--- config.mk ---
export PLATFORM = sky130hd
export DESIGN_NAME = pslave_port
export DESIGN_NICKNAME = d
export VERILOG_FILES = /design/src/rtl/pslave_pkg.sv /design/src/rtl/pslave_sync.sv /design/src/rtl/pslave_bus_drv.sv /design/src/rtl/pslave_port.sv
export SDC_FILE = /design/constraint.sdc
export NUM_CORES = 1
export LEC_CHECK = 0
export ABC_AREA = 1
export BUFFER_PORTS_ARGS = -buffer_cell sky130_fd_sc_hd__buf_2
export CAP_MARGIN = 20
export CORE_MARGIN = 5
export CORE_UTILIZATION = 54
export DETAILED_ROUTE_END_ITERATION = 16
export PLACE_DENSITY = 0.91
export REMOVE_ABC_BUFFERS = 1
export SLEW_MARGIN = 40
export SYNTH_ARGS = -nofsm -noshare
export SYNTH_HDL_FRONTEND = slang
export SYNTH_HIERARCHICAL = 1
export SYNTH_SLANG_ARGS = --single-unit
--- constraint.sdc ---
create_clock -name clk -period 3.74 [get_ports clk]
set_clock_uncertainty 0.05 [all_clocks]
set_input_delay 0.748 -clock clk [delete_from_list [all_inputs] [get_ports clk]]
set_output_delay 0.748 -clock clk [all_outputs]
set_load 0.01 [all_outputs]
--- src/rtl/pslave_pkg.sv ---
package pslave_pkg;
    typedef enum logic [1:0] {
        PH_IDLE  = 2'd0,
        PH_READ  = 2'd1,
        PH_WRITE = 2'd2
    } phase_e;
endpackage

--- src/rtl/pslave_sync.sv ---
module pslave_sync #(
    parameter int W      = 1,
    parameter int STAGES = 2
) (
    input  logic         clk,
    input  logic         rst_n,
    input  logic [W-1:0] d_in,
    output logic [W-1:0] q_out
);
    logic [W-1:0] stage_q [STAGES];

    for (genvar g = 0; g < STAGES; g++) begin : g_stage
        logic [W-1:0] stage_d;
        if (g == 0) begin : g_first
            assign stage_d = d_in;
        end else begin : g_next
            assign stage_d = stage_q[g-1];
        end
        always_ff @(posedge clk or negedge rst_n) begin
            if (!rst_n) stage_q[g] <= '0;
            else        stage_q[g] <= stage_d;
        end
    end

    assign q_out = stage_q[STAGES-1];
endmodule

--- src/rtl/pslave_bus_drv.sv ---
module pslave_bus_drv #(
    parameter int N_LANES = 2,
    parameter int DATA_W  = 16
) (
    input  logic               host_sel,
    input  logic               host_rnw,
    input  logic [N_LANES-1:0] host_lane_stb,
    input  logic               word_valid,
    input  logic [DATA_W-1:0]  word,
    output logic               bus_oe,
    output logic [DATA_W-1:0]  bus_out
);
    // Enable follows the raw pins so the bus is claimed without delay.
    assign bus_oe  = host_sel & host_rnw & (|host_lane_stb);
    assign bus_out = word_valid ? word : '0;
endmodule

--- src/rtl/pslave_port.sv ---
module pslave_port
    import pslave_pkg::*;
#(
    parameter int ADDR_W      = 14,
    parameter int LANE_W      = 8,
    parameter int N_LANES     = 2,
    parameter int SYNC_STAGES = 2,
    parameter int RD_WAIT     = 4,
    localparam int DATA_W     = LANE_W * N_LANES
) (
    input  logic               clk,
    input  logic               rst_n,
    input  logic               host_sel,
    input  logic               host_rnw,
    input  logic [N_LANES-1:0] host_lane_stb,
    input  logic [ADDR_W-1:0]  host_addr,
    input  logic [DATA_W-1:0]  host_data_in,
    output logic [DATA_W-1:0]  host_data_out,
    output logic               host_data_oe,
    output logic               mem_rd_req,
    output logic               mem_wr_req,
    output logic [ADDR_W-1:0]  mem_addr,
    output logic [DATA_W-1:0]  mem_wdata,
    output logic [N_LANES-1:0] mem_be,
    input  logic [DATA_W-1:0]  mem_rdata
);
    localparam int CNT_W  = $clog2(RD_WAIT + 1);
    localparam int CTRL_W = N_LANES + 2;

    typedef struct packed {
        phase_e             phase;
        logic [N_LANES-1:0] lanes;
        logic               rd_req;
        logic               wr_req;
        logic [ADDR_W-1:0]  addr;
        logic [DATA_W-1:0]  wdata;
        logic [N_LANES-1:0] be;
        logic [CNT_W-1:0]   cnt;
        logic [DATA_W-1:0]  rdata;
        logic               valid;
    } state_t;

    state_t state_d, state_q;

    logic [CTRL_W-1:0]  ctrl_s;
    logic               sel_s, rnw_s, active;
    logic [N_LANES-1:0] stb_s;

    pslave_sync #(.W(CTRL_W), .STAGES(SYNC_STAGES)) i_sync (
        .clk   (clk),
        .rst_n (rst_n),
        .d_in  ({host_sel, host_rnw, host_lane_stb}),
        .q_out (ctrl_s)
    );

    assign {sel_s, rnw_s, stb_s} = ctrl_s;
    assign active = sel_s & (|stb_s);

    always_comb begin
        state_d        = state_q;
        state_d.rd_req = 1'b0;
        state_d.wr_req = 1'b0;
        unique case (state_q.phase)
            PH_IDLE: begin
                if (active) begin
                    if (rnw_s) begin
                        state_d.phase  = PH_READ;
                        state_d.rd_req = 1'b1;
                        state_d.addr   = host_addr;
                        state_d.cnt    = CNT_W'(RD_WAIT);
                        state_d.valid  = 1'b0;
                    end else begin
                        state_d.phase = PH_WRITE;
                        state_d.lanes = stb_s;
                    end
                end
            end
            PH_READ: begin
                if (!active) begin
                    state_d.phase = PH_IDLE;
                    state_d.valid = 1'b0;
                    state_d.cnt   = '0;
                end else if (state_q.cnt != '0) begin
                    state_d.cnt = state_q.cnt - CNT_W'(1);
                    if (state_q.cnt == CNT_W'(1)) begin
                        state_d.rdata = mem_rdata;
                        state_d.valid = 1'b1;
                    end
                end
            end
            PH_WRITE: begin
                if (!active) begin
                    state_d.phase  = PH_IDLE;
                    state_d.wr_req = 1'b1;
                    state_d.addr   = host_addr;
                    state_d.wdata  = host_data_in;
                    state_d.be     = state_q.lanes;
                end else begin
                    state_d.lanes = state_q.lanes | stb_s;
                end
            end
            default: state_d.phase = PH_IDLE;
        endcase
    end

    always_ff @(posedge clk or negedge rst_n) begin
        if (!rst_n) begin
            state_q       <= '0;
            state_q.phase <= PH_IDLE;
        end else begin
            state_q <= state_d;
        end
    end

    pslave_bus_drv #(.N_LANES(N_LANES), .DATA_W(DATA_W)) i_drv (
        .host_sel      (host_sel),
        .host_rnw      (host_rnw),
        .host_lane_stb (host_lane_stb),
        .word_valid    (state_q.valid),
        .word          (state_q.rdata),
        .bus_oe        (host_data_oe),
        .bus_out       (host_data_out)
    );

    assign mem_rd_req = state_q.rd_req;
    assign mem_wr_req = state_q.wr_req;
    assign mem_addr   = state_q.addr;
    assign mem_wdata  = state_q.wdata;
    assign mem_be     = state_q.be;
endmodule

==> summary.txt <==
Route
  • Post-DRT Antenna Nets: 0
  • Detailed Route Iter0 Violations: 89
  • Vias per cell: around 4.7
  • Total detailed-routing wirelength: ~5.7 mm
  • Pre-antenna DRT Iters: 4
  • Routed via count: 2380
  • DRC violations left: 0
  • Routed wire per std cell: roughly 11 µm

Worst setup path
  • CP delay by family, top: flip-flops
  • Flop-to-flop setup slack: ~1.9 ns
  • CP max stage cell: dfrtp_1
  • Worst path depth: 3
  • Crit path DAT: 1.37 ns
  • CP Capture Type: primary output
  • Critical path type: flop to primary output
  • Crit-path max cell delay: around 0.75 ns
  • CP bufs+invs: 2
  • CP startpoint kind: flop
  • Crit path from: state_q[0]
  • CP max FO: 17
  • Crit path cell chain: nand2_1 > inv_1 > buf_2
  • Worst R2R End: mem_addr[10]
  • CP endpoint: host_data_out[0]
  • Crit path required time: ~3 ns
  • Reg2Reg Launch Point: state_q[56]
  • R2R depth: 9

CTS
  • Worst-Skew Late Latency: 0.32 ns
  • Clock transition at path regs: ~0.06 ns
  • Num CTS Buffers: 9
  • Setup Buffers After CTS: 0
  • Max clock buf depth: 2
  • Cts repair resizes: 0
  • Hold buffer count at cts: 0
  • H-Tree Level Count: 3
  • CTS sink cnt: 66
  • Root Driver: clkbuf_8
  • CTS tree: done

Power
  • Switching Fraction: between 30% and 40%
  • Sw power: ~840 µW
  • PwrDens: 693 mW/mm²
  • Clock power frac: a little under a quarter
  • Worst vdd ir: 0.382 mV
  • Leakage power: around 0.0021 µW
  • Int Pwr: around 1600 µW
  • Combinational Power Share: between 30 and 40%
  • Sequential group share of total power: 45.9%

Logic synthesis
  • Sequential fraction of the synthesis area: about 54%
  • Largest family of logic cells by synthesized area: simple AND/OR/NAND/NOR gates
  • Count leader, synth: nand2_1
  • Post-Synth Adder-Cell Area: about 1.2%
  • Top_reg_cell synth: dfrtp_1
  • Yosys cell types: 20
  • Simple-gate share of the synthesized area: 29.0%
  • Xor and xnor area share after synthesis: 0%
  • Ys async rst share: 100%
  • Gate Count Post-Synth: approximately 360
  • Syn avg cell area: roughly 8.6 µm²
  • Synthesized cell area: between 0.003 and 0.004 mm²
  • Synth top cells by count: 167 x nand2_1, 66 x dfrtp_1, 33 x buf_4, 26 x inv_1, 20 x nand3_1
  • Number of synthesized register bits: 66
  • Compound-Gate Fraction of Synth Area: 1.38%
  • Area leader, netlist: dfrtp_1
  • Post-synthesis mux area share: 0%
  • Synth warn: 6
  • Post-synth EDFFs: 0
  • Share of the synthesized area in the top cell type: between 50% and 60%
  • Top cells by area, synth: dfrtp_1 54%, nand2_1 20%, buf_4 8.1%, nand3_1 3.3%, inv_1 3.2%

GRT
  • Vias in the first global route: 2316
  • Residual overflow from global routing: 0
  • Initial antenna violation count: 0
  • Global-route usage over all layers: between 10% and 20%
  • Pin count of the biggest net entering global routing: 43
  • First-pass GRT wire length: 9.80 mm

Cells and area
  • Antenna diodes: 0
  • Final #Nets: approximately 500
  • Fin util: roughly 64%
  • Layout cells sized above 1: between 30% and 40%
  • Area growth, synth to finish: 15.2%
  • Final Non-Filler Cells: 507

Job
  • Max capacitance violation total: 0

Hold path
  • Hold Crit Class: flop to flop

Timing
  • Slew margin rel.: just under 60%
  • Slew at the pin closest to its max-slew limit: between 0.6 and 0.7 ns
  • Worst hold slack: roughly 0.30 ns
  • Tcrit/Tclk final: about three fifths
  • Final Max Tran Viols: 0
  • Final hold violations: 0
  • Final setup vio count: 0
  • Post-layout min period: roughly 2.2 ns
  • Fmax: between 400 and 500 MHz
  • Unrepaired setup endpoints after global routing: no
  • Setup TNS: 0 ns

Die
  • Num rows: 27
  • Initial core utilization: about 56%
  • I/O pins: approximately 100
  • Core area: roughly 0.0055 mm²
  • Die Area: 0.00730 mm²
  • Chip height: about 85 µm
  • Die width: around 85 µm

Placed design
  • Port bufs: between 100 and 150
  • Placed insts: roughly 490
  • Hpwl dp: 4.28 mm
  • Gpl congestion: 0.931

Status
  • Status: finished, final reports clean
-- power groups by stage --
stage	registers [µW]	logic, µW	clock network [µW]
2_1_floorplan	1200	377	0
3_3_place_gp	1120	743	0
3_5_place_dp	1130	780	0
4_1_cts	1120	778	590
5_1_grt	1160	879	619
6_report	1130	762	567
-- per-stage QoR --
stage / total power, µW / setup WS [ns] / cell area [µm²]
2_1_floorplan: 1580 / 1.98 / 2740
3_3_place_gp: 1870 / 1.83 / 3350
3_5_place_dp: 1910 / 1.83 / 3350
4_1_cts: 2490 / 1.57 / 3540
5_1_grt: 2660 / 1.45 / 3540
6_report: 2450 / 1.57 / 3540
-- layout make-up --
class / instances / area, µm²
fill: 479 / 1970
sequential: 66 / 1650
multi-input combinational: 222 / 972
timing repair buffer: 103 / 520
clock buffer: 11 / 151
inverter: 30 / 115
tap: 72 / 90.1
clock inverter: 3 / 40.0
-- routing by layer --
layer	vias up	global-route usage [%]	share of wire [%]
li1	1205	-	-
met1	1095	19.4	41
met2	76	28.7	50
met3	4	4.56	7.6
met4	0	7.34	0.84
met5	-	0	0
-- placed cells by master, fill, tap and decap left out, drive strengths merged --
master	synthesis	routed
buf	41	103
bufinv	0	1
clkbuf	0	11
clkinv	0	2
dfrtp	66	66
ha	3	3
inv	30	30
nand2	177	177
nand3	22	22
nand3b	1	1
nor2	11	11
o211ai	1	1
o21ai	7	7
-- registers in the layout, indices dropped and copies added (netlist names) --
name / flops
i_sync/g_stage.stage_d: 4
mem_addr: 14
state_q: 24
mem_wr_req: 1
mem_rd_req: 1
i_sync/q_out: 4
mem_wdata: 16
mem_be: 2
-- worst register-to-register path, stage by stage, from the launching register on --
cell and delay [ns]:
dfrtp_1 0.39, inv_1 0.10, ha_1 0.21, nand2_1 0.08
inv_1 0.08, nand3_1 0.16, nand2_2 0.29, nand2_4 0.18
nand2_1 0.11, nand2_1 0.05
-- worst min-delay path by stage --
stage                                 start              end  depth (start not counted)
2_1_floorplan  i_sync/g_stage[1].stage_d[0]  i_sync/q_out[0]                          0
3_3_place_gp   i_sync/g_stage[1].stage_d[1]  i_sync/q_out[1]                          0
3_5_place_dp   i_sync/g_stage[1].stage_d[0]  i_sync/q_out[0]                          0
4_1_cts        i_sync/g_stage[1].stage_d[0]  i_sync/q_out[0]                          0
5_1_grt        i_sync/g_stage[1].stage_d[1]  i_sync/q_out[1]                          0
6_report       i_sync/g_stage[1].stage_d[0]  i_sync/q_out[0]                          0
-- kinds of logic after synthesis --
logic type | count (synthesis)
compound gates | 8
fa+ha+maj | 3
buf+inv | 71
flops | 66
simple gates | 211
(Power assumes the default switching activity.)
